===== config.mk =====
export PLATFORM = sky130hd
export DESIGN_NAME = serial_audio_rx
export DESIGN_NICKNAME = d
export VERILOG_FILES = /design/src/rtl/sar_pkg.sv /design/src/rtl/sar_edge_sync.sv /design/src/rtl/sar_frame_core.sv /design/src/rtl/sar_zero_watch.sv /design/src/rtl/serial_audio_rx.sv
export SDC_FILE = /design/constraint.sdc
export NUM_CORES = 1
export LEC_CHECK = 0
export ABC_AREA = 1
export BUFFER_PORTS_ARGS = -buffer_cell sky130_fd_sc_hd__buf_4
export CAP_MARGIN = 10
export CORE_ASPECT_RATIO = 1.1
export CORE_MARGIN = 10
export CORE_UTILIZATION = 57
export CTS_BUF_LIST = sky130_fd_sc_hd__clkbuf_8
export CTS_CLUSTER_DIAMETER = 200
export CTS_CLUSTER_SIZE = 28
export DETAILED_ROUTE_END_ITERATION = 8
export GPL_TIMING_DRIVEN = 1
export PLACE_DENSITY_LB_ADDON = 0.05
export SYNTH_ARGS = -nofsm -noshare
export SYNTH_HDL_FRONTEND = slang
export SYNTH_SLANG_ARGS = --single-unit
export TNS_END_PERCENT = 100

===== constraint.sdc =====
create_clock -name clk -period 1.7 [get_ports clk]
set_clock_uncertainty 0.05 [all_clocks]
set_input_delay 0.34 -clock clk [delete_from_list [all_inputs] [get_ports clk]]
set_output_delay 0.34 -clock clk [all_outputs]
set_load 0.05 [all_outputs]

===== src/rtl/sar_pkg.sv =====
package sar_pkg;

    typedef enum logic [1:0] {
        FMT_RJ  = 2'b00,
        FMT_I2S = 2'b01,
        FMT_LJ  = 2'b10,
        FMT_DSP = 2'b11
    } fmt_e;

    typedef enum logic [1:0] {
        WL_24  = 2'b00,
        WL_20  = 2'b01,
        WL_16  = 2'b10,
        WL_24B = 2'b11
    } wlen_e;

    typedef enum logic {
        CH_LEFT  = 1'b0,
        CH_RIGHT = 1'b1
    } chan_e;

endpackage


===== src/rtl/sar_edge_sync.sv =====
module sar_edge_sync #(
    parameter int STAGES = 2
) (
    input  logic clk,
    input  logic rst_n,
    input  logic bclk_i,
    input  logic lrclk_i,
    input  logic sdata_i,
    output logic lr_o,
    output logic dat_o,
    output logic rise_o,
    output logic fall_o
);

    typedef struct packed {
        logic [STAGES-1:0] bck;
        logic [STAGES-1:0] lr;
        logic [STAGES-1:0] dat;
        logic              bck_prev;
    } sync_t;

    sync_t q, d;

    always_comb begin
        d          = q;
        d.bck      = STAGES'({q.bck, bclk_i});
        d.lr       = STAGES'({q.lr, lrclk_i});
        d.dat      = STAGES'({q.dat, sdata_i});
        d.bck_prev = q.bck[STAGES-1];
    end

    always_ff @(posedge clk or negedge rst_n) begin
        if (!rst_n) q <= '0;
        else        q <= d;
    end

    // Line and data are taken from the same stage as the bit clock,
    // so all three stay aligned at the detected edge.
    assign lr_o   = q.lr[STAGES-1];
    assign dat_o  = q.dat[STAGES-1];
    assign rise_o = q.bck[STAGES-1] & ~q.bck_prev;
    assign fall_o = ~q.bck[STAGES-1] & q.bck_prev;

endmodule


===== src/rtl/sar_frame_core.sv =====
module sar_frame_core
    import sar_pkg::*;
#(
    parameter int DATA_W = 24
) (
    input  logic              clk,
    input  logic              rst_n,
    input  logic [1:0]        fmt_i,
    input  logic [1:0]        wlen_i,
    input  logic              lr_i,
    input  logic              dat_i,
    input  logic              rise_i,
    input  logic              fall_i,
    output logic              commit_l_o,
    output logic              commit_r_o,
    output logic [DATA_W-1:0] word_o
);

    localparam int POS_W = $clog2(DATA_W + 1);
    localparam int SH20  = DATA_W - 20;
    localparam int SH16  = DATA_W - 16;

    typedef struct packed {
        logic              prev_lr;
        chan_e             chan;
        logic              active;
        logic              pend;
        logic [POS_W-1:0]  pos;
        logic [DATA_W-1:0] shift;
        logic [DATA_W-1:0] slide;
        logic              commit_l;
        logic              commit_r;
        logic [DATA_W-1:0] word;
    } core_t;

    core_t q, d;

    logic              samp;
    logic              trans;
    logic              start;
    logic              commit;
    chan_e             new_chan;
    logic [DATA_W-1:0] cm_word;
    logic [DATA_W-1:0] rj_word;

    // Right-justified word: the newest N bits, moved up to the MSB end.
    always_comb begin
        unique case (wlen_e'(wlen_i))
            WL_20:   rj_word = q.slide << SH20;
            WL_16:   rj_word = q.slide << SH16;
            default: rj_word = q.slide;
        endcase
    end

    always_comb begin
        d          = q;
        d.commit_l = 1'b0;
        d.commit_r = 1'b0;
        samp       = (fmt_e'(fmt_i) == FMT_DSP) ? fall_i : rise_i;
        trans      = lr_i ^ q.prev_lr;
        start      = 1'b0;
        commit     = 1'b0;
        new_chan   = CH_LEFT;
        cm_word    = q.shift;

        if (samp) begin
            d.prev_lr = lr_i;
            d.slide   = {q.slide[DATA_W-2:0], dat_i};
            if (q.pos < POS_W'(DATA_W)) begin
                d.shift[POS_W'(DATA_W-1) - q.pos] = dat_i;
                d.pos = q.pos + POS_W'(1);
            end

            unique case (fmt_e'(fmt_i))
                FMT_LJ: begin
                    start    = trans;
                    new_chan = lr_i ? CH_LEFT : CH_RIGHT;
                end
                FMT_I2S: begin
                    d.pend   = trans;
                    start    = q.pend;
                    new_chan = lr_i ? CH_RIGHT : CH_LEFT;
                end
                FMT_DSP: begin
                    start    = q.prev_lr & ~lr_i;
                    new_chan = (q.active && q.chan == CH_LEFT) ? CH_RIGHT : CH_LEFT;
                end
                default: begin
                    if (trans) begin
                        commit   = q.active;
                        cm_word  = rj_word;
                        d.active = 1'b1;
                        d.chan   = lr_i ? CH_LEFT : CH_RIGHT;
                    end
                end
            endcase

            if (start) begin
                commit                = q.active;
                d.active              = 1'b1;
                d.chan                = new_chan;
                d.shift               = '0;
                d.shift[DATA_W-1]     = dat_i;
                d.pos                 = POS_W'(1);
            end

            if (commit) begin
                d.word     = cm_word;
                d.commit_l = (q.chan == CH_LEFT);
                d.commit_r = (q.chan == CH_RIGHT);
            end
        end
    end

    always_ff @(posedge clk or negedge rst_n) begin
        if (!rst_n) q <= '0;
        else        q <= d;
    end

    assign commit_l_o = q.commit_l;
    assign commit_r_o = q.commit_r;
    assign word_o     = q.word;

endmodule


===== src/rtl/sar_zero_watch.sv =====
module sar_zero_watch #(
    parameter int DATA_W      = 24,
    parameter int ZERO_FRAMES = 1024
) (
    input  logic              clk,
    input  logic              rst_n,
    input  logic              commit_i,
    input  logic [DATA_W-1:0] word_i,
    output logic              flag_o
);

    localparam int CNT_MAX = ZERO_FRAMES + 1;
    localparam int CNT_W   = $clog2(ZERO_FRAMES + 2);

    typedef struct packed {
        logic [CNT_W-1:0] cnt;
        logic             flag;
    } zw_t;

    zw_t q, d;

    always_comb begin
        d = q;
        if (commit_i) begin
            if (word_i == '0) begin
                if (q.cnt != CNT_W'(CNT_MAX)) d.cnt = q.cnt + CNT_W'(1);
                d.flag = (q.cnt >= CNT_W'(ZERO_FRAMES));
            end else begin
                d.cnt  = '0;
                d.flag = 1'b0;
            end
        end
    end

    always_ff @(posedge clk or negedge rst_n) begin
        if (!rst_n) q <= '0;
        else        q <= d;
    end

    assign flag_o = q.flag;

endmodule


===== src/rtl/serial_audio_rx.sv =====
module serial_audio_rx #(
    parameter int DATA_W      = 24,
    parameter int SYNC_STAGES = 2,
    parameter int ZERO_FRAMES = 1024
) (
    input  logic              clk,
    input  logic              rst_n,
    input  logic              bclk_i,
    input  logic              lrclk_i,
    input  logic              sdata_i,
    input  logic [1:0]        fmt_i,
    input  logic [1:0]        wlen_i,
    output logic [DATA_W-1:0] left_o,
    output logic [DATA_W-1:0] right_o,
    output logic              valid_o,
    output logic              zero_l_o,
    output logic              zero_r_o
);

    localparam int NCH = 2;

    logic              s_lr, s_dat, s_rise, s_fall;
    logic              cm_l, cm_r;
    logic [DATA_W-1:0] cm_word;
    logic [NCH-1:0]    cm_vec;
    logic [NCH-1:0]    zflag;

    sar_edge_sync #(.STAGES(SYNC_STAGES)) u_sync (
        .clk     (clk),
        .rst_n   (rst_n),
        .bclk_i  (bclk_i),
        .lrclk_i (lrclk_i),
        .sdata_i (sdata_i),
        .lr_o    (s_lr),
        .dat_o   (s_dat),
        .rise_o  (s_rise),
        .fall_o  (s_fall)
    );

    sar_frame_core #(.DATA_W(DATA_W)) u_core (
        .clk        (clk),
        .rst_n      (rst_n),
        .fmt_i      (fmt_i),
        .wlen_i     (wlen_i),
        .lr_i       (s_lr),
        .dat_i      (s_dat),
        .rise_i     (s_rise),
        .fall_i     (s_fall),
        .commit_l_o (cm_l),
        .commit_r_o (cm_r),
        .word_o     (cm_word)
    );

    assign cm_vec = {cm_r, cm_l};

    for (genvar ch = 0; ch < NCH; ch++) begin : g_zero
        sar_zero_watch #(
            .DATA_W      (DATA_W),
            .ZERO_FRAMES (ZERO_FRAMES)
        ) u_zw (
            .clk      (clk),
            .rst_n    (rst_n),
            .commit_i (cm_vec[ch]),
            .word_i   (cm_word),
            .flag_o   (zflag[ch])
        );
    end

    assign zero_l_o = zflag[0];
    assign zero_r_o = zflag[1];

    // Pairing stage: hold the left word until its right partner lands.
    typedef struct packed {
        logic [DATA_W-1:0] lhold;
        logic              lseen;
        logic [DATA_W-1:0] left;
        logic [DATA_W-1:0] right;
        logic              valid;
    } pair_t;

    pair_t q, d;

    always_comb begin
        d       = q;
        d.valid = 1'b0;
        if (cm_l) begin
            d.lhold = cm_word;
            d.lseen = 1'b1;
        end else if (cm_r && q.lseen) begin
            d.left  = q.lhold;
            d.right = cm_word;
            d.valid = 1'b1;
            d.lseen = 1'b0;
        end
    end

    always_ff @(posedge clk or negedge rst_n) begin
        if (!rst_n) q <= '0;
        else        q <= d;
    end

    assign left_o  = q.left;
    assign right_o = q.right;
    assign valid_o = q.valid;

endmodule


==> impl_metrics.tcl <==
set metrics [dict create \
    place.gp.congestion 0.915 \
    crit_path_end_kind "flop" \
    area_delta_synth_final_pct 15.3 \
    dp.cells 1390 \
    place_area_mm2 0.0101 \
    finalNonFillerCells 1432 \
    reg2reg_depth 8 \
    vias 7544 \
    antenna_cells 0 \
    cts_buffer_depth 2 \
    vdd_drop_max_v 0.000631 \
    fin_nets 1240 \
    yosys_warnings 0 \
    finalCriticalPeriod_ps 1710 \
    path_buf_inv 3 \
    worstSetupStartpointType "flop" \
    status "complete, but fails checks" \
    initial_core_util 0.588 \
    grt_pass1_wl_um 35400 \
    hold_slack_ps 203 \
    grt_overflow 0 \
    grt_pass1_vias 7214 \
    drt-initial-drc-count 515 \
    wire_per_inst_um 14.7 \
    vias_per_cell 5.27 \
    drcViolationCount 0 \
    cpLargestDelayFamily "buffers and inverters" \
    violations "setup timing" \
    cts_sinks 188 \
    root_buffer "clkbuf_8" \
    clkLatencyLatePin_ps 470 \
    cp_slowest_cell "dfrtp_1" \
    seq_area_mm2 0.00471 \
    relSlewSlack 0.779 \
    cts_max_level 4 \
    cap_viol_max_count 0 \
    p_total_w 0.0150 \
    syn-instance-count 1161 \
    die_x_um 142 \
    grt.total_usage 0.195 \
    multi_input_area_mm2 0.00360 \
    timing.rr.end "u_core.word_o[9]$_DFFE_PN0P_" \
    preCtsSetupSlack_ps -66.0 \
    grt_max_degree 73 \
    final-max-slew-violation-count 0 \
    yosys.area.top_type "dfrtp_1" \
    setup_viol 2 \
    max_stage_delay_ps 390 \
    ys_seq_elements 188 \
    cp_common_cell "o21ai_0" \
    clk_pin_slew_ps 90 \
    path_class "flop to flop" \
    hold_violations 0 \
    worstPathArrival_ps 2010 \
    num-fill-cells 1333 \
    met2_usage 0.292 \
    antenna_found_initial 0 \
    rsz0062_at_grt "yes" \
    post-route-period-util 1.00 \
    busiest_layer "met2" \
    dp_hpwl_um 14700 \
    rrSetupSlack_ps -8 \
    final_layout_size_suffix_gt1_frac 0.160 \
    use_met1 0.274 \
    powerDensity_mw_per_mm2 1400 \
    synth.distinct_cells 33 \
    rows 48 \
    yosys-top-cells-area "dfrtp_1 (50%), nand2_1 (13%), o21ai_0 (6.3%)" \
    critical_path.cell_chain "inv_2 > ha_4 > nor3_4 > buf_4 > clkbuf_16 > o21ai_0 > o22ai_1 > o21ai_0" \
    min_path_type "primary input to flop" \
    fmax_mhz 585 \
    ant_nets 0 \
    syn-num-nets 1181 \
    cts_tree "done" \
    routed_wl_um 21100 \
    synth_top_area_frac 0.505 \
    seq_area_frac_synth 0.505 \
    reg2reg_from "u_sync.lr_o$_DFF_PN0_" \
    hold_path_end "u_core.q[79]$_DFFE_PN0P_" \
    fin_ws_ps -7.99 \
    core_mm2 0.0159 \
    dieArea_mm2 0.0219 \
    worstHoldStart "fmt_i[1]" \
    synth_area_mm2 0.00932 \
    tightest_slew_ps 332 \
    cts_buffers 17 \
    min_path_cells 3 \
    drt_first_pass_iters 5 \
    port_buffers 59 \
    leakagePower_nw 5.37 \
    boundaryPins 60 \
    final_area_mm2 0.0108 \
    die_y_um 154 \
    critPathRequiredTime_ps 2000 \
    grt_use_met3 0.0391 \
    avgSynthCellArea_um2 8.03 \
    cp_max_fo 11 \
]
## registers in the layout (all words and copies together), names as in the netlist
signal,flops
g_zero.u_zw.flag_o,2
g_zero.u_zw.q,22
left_o,24
q,25
right_o,24
u_core.commit_l_o,1
u_core.commit_r_o,1
u_core.q,57
u_core.word_o,24
u_sync.d,4
u_sync.dat_o,1
u_sync.lr_o,1
u_sync.q,1
valid_o,1
## cell families after synthesis
logic type / share of synthesized area
buffers and inverters: 0.116
xor gates and xnor gates: 0.00845
DFF: 0.505
adders and majority gates: 0.0148
AOI/OAI and AO/OA: 0.118
and+or+nand+nor: 0.238
## cell usage after synthesis (all sizes together)
cell type,instances
a21oi,5
a31oi,1
buf,72
clkbuf,30
clkinv,1
dfrtp,188
ha,11
inv,122
nand2,341
nand3,43
nand3b,1
nand4,36
nor2,104
nor3,5
o211ai,2
o21ai,132
o21bai,20
o22ai,36
o31ai,2
xnor2,3
xor2,6
## area by class of cell
type                            instances  area share
Tap cell                              200      0.0233
Clock inverter                         14      0.0171
Clock buffer                           17      0.0218
Multi-Input combinational cell        748       0.335
Sequential cell                       188       0.438
Inverter                              123      0.0429
Timing Repair Buffer                  142       0.123
## what timing repair did
action                                 in CTS  in global routing
gates resized for setup                     7                 27
buffers inserted                            1                  4
hold buffers                                4                  0
setup endpoints to repair                  32                 75
gates cloned                                1                  2
endpoints found under the hold margin     180                  0
pin swaps                                   3                  9
## stage by stage
| stage | setup TNS, ps | utilization |
|---|---|---|
| 2_1_floorplan | 0 | - |
| 3_3_place_gp | -170 | 0.640 |
| 3_5_place_dp | -441 | 0.640 |
| 4_1_cts | 0 | 0.673 |
| 5_1_grt | -2200 | 0.678 |
| 6_report | -8.52 | 0.678 |
## tightest hold or removal path, stage by stage
cell     delay [ps]
buf_4           120
nor2_2           70
a31oi_1         150
## worst max-delay path by stage
stage                                      start  slack [ps]  cells past startpoint                          endpoint
floorplan                  u_sync.lr_o$_DFF_PN0_          20                      7      u_core.word_o[5]$_DFFE_PN0P_
global placement           u_sync.lr_o$_DFF_PN0_         -60                      7     u_core.word_o[20]$_DFFE_PN0P_
detailed placement         u_sync.lr_o$_DFF_PN0_         -70                      7      u_core.word_o[1]$_DFFE_PN0P_
CTS                 u_core.word_o[5]$_DFFE_PN0P_          30                      9  g_zero[0].u_zw.q[11]$_DFFE_PN0P_
global route               u_sync.lr_o$_DFF_PN0_        -130                      8      u_core.word_o[8]$_DFFE_PN0P_
finish                     u_sync.lr_o$_DFF_PN0_          -8                      8      u_core.word_o[9]$_DFFE_PN0P_
## per-layer routing
metal  up-vias  routed length, um
met5         -                  0
met4         0                397
met3        23                994
met2       186               9770
met1      3543               9960
li1       3792                  -
## power by group
part           switching (W)  total (W)  leakage [nW]  internal, W
clock                0.00164    0.00313         0.204      0.00148
sequential          0.000699    0.00636          2.49      0.00566
combinational        0.00359    0.00553          2.68      0.00194
## cells in the final DEF (no fill, tap or decap), types with 4 or more instances in the layout
master | synthesis | layout
a21oi_1 | 5 | 5
o21bai_1 | 18 | 18
dlygate4sd3_1 | 0 | 4
nand2_2 | 4 | 4
nand2_1 | 335 | 333
buf_12 | 0 | 15
buf_4 | 53 | 116
clkbuf_8 | 0 | 18
inv_1 | 120 | 119
ha_1 | 11 | 9
buf_6 | 3 | 4
nor2_1 | 100 | 97
o21ai_1 | 15 | 30
dfrtp_1 | 188 | 187
o22ai_1 | 36 | 35
nor2_2 | 1 | 4
nand2_4 | 2 | 4
inv_6 | 0 | 5
nand4_1 | 36 | 36
nand3_1 | 41 | 41
o21ai_0 | 117 | 102
xor2_1 | 6 | 6
Power figures use the tool's default switching activity.
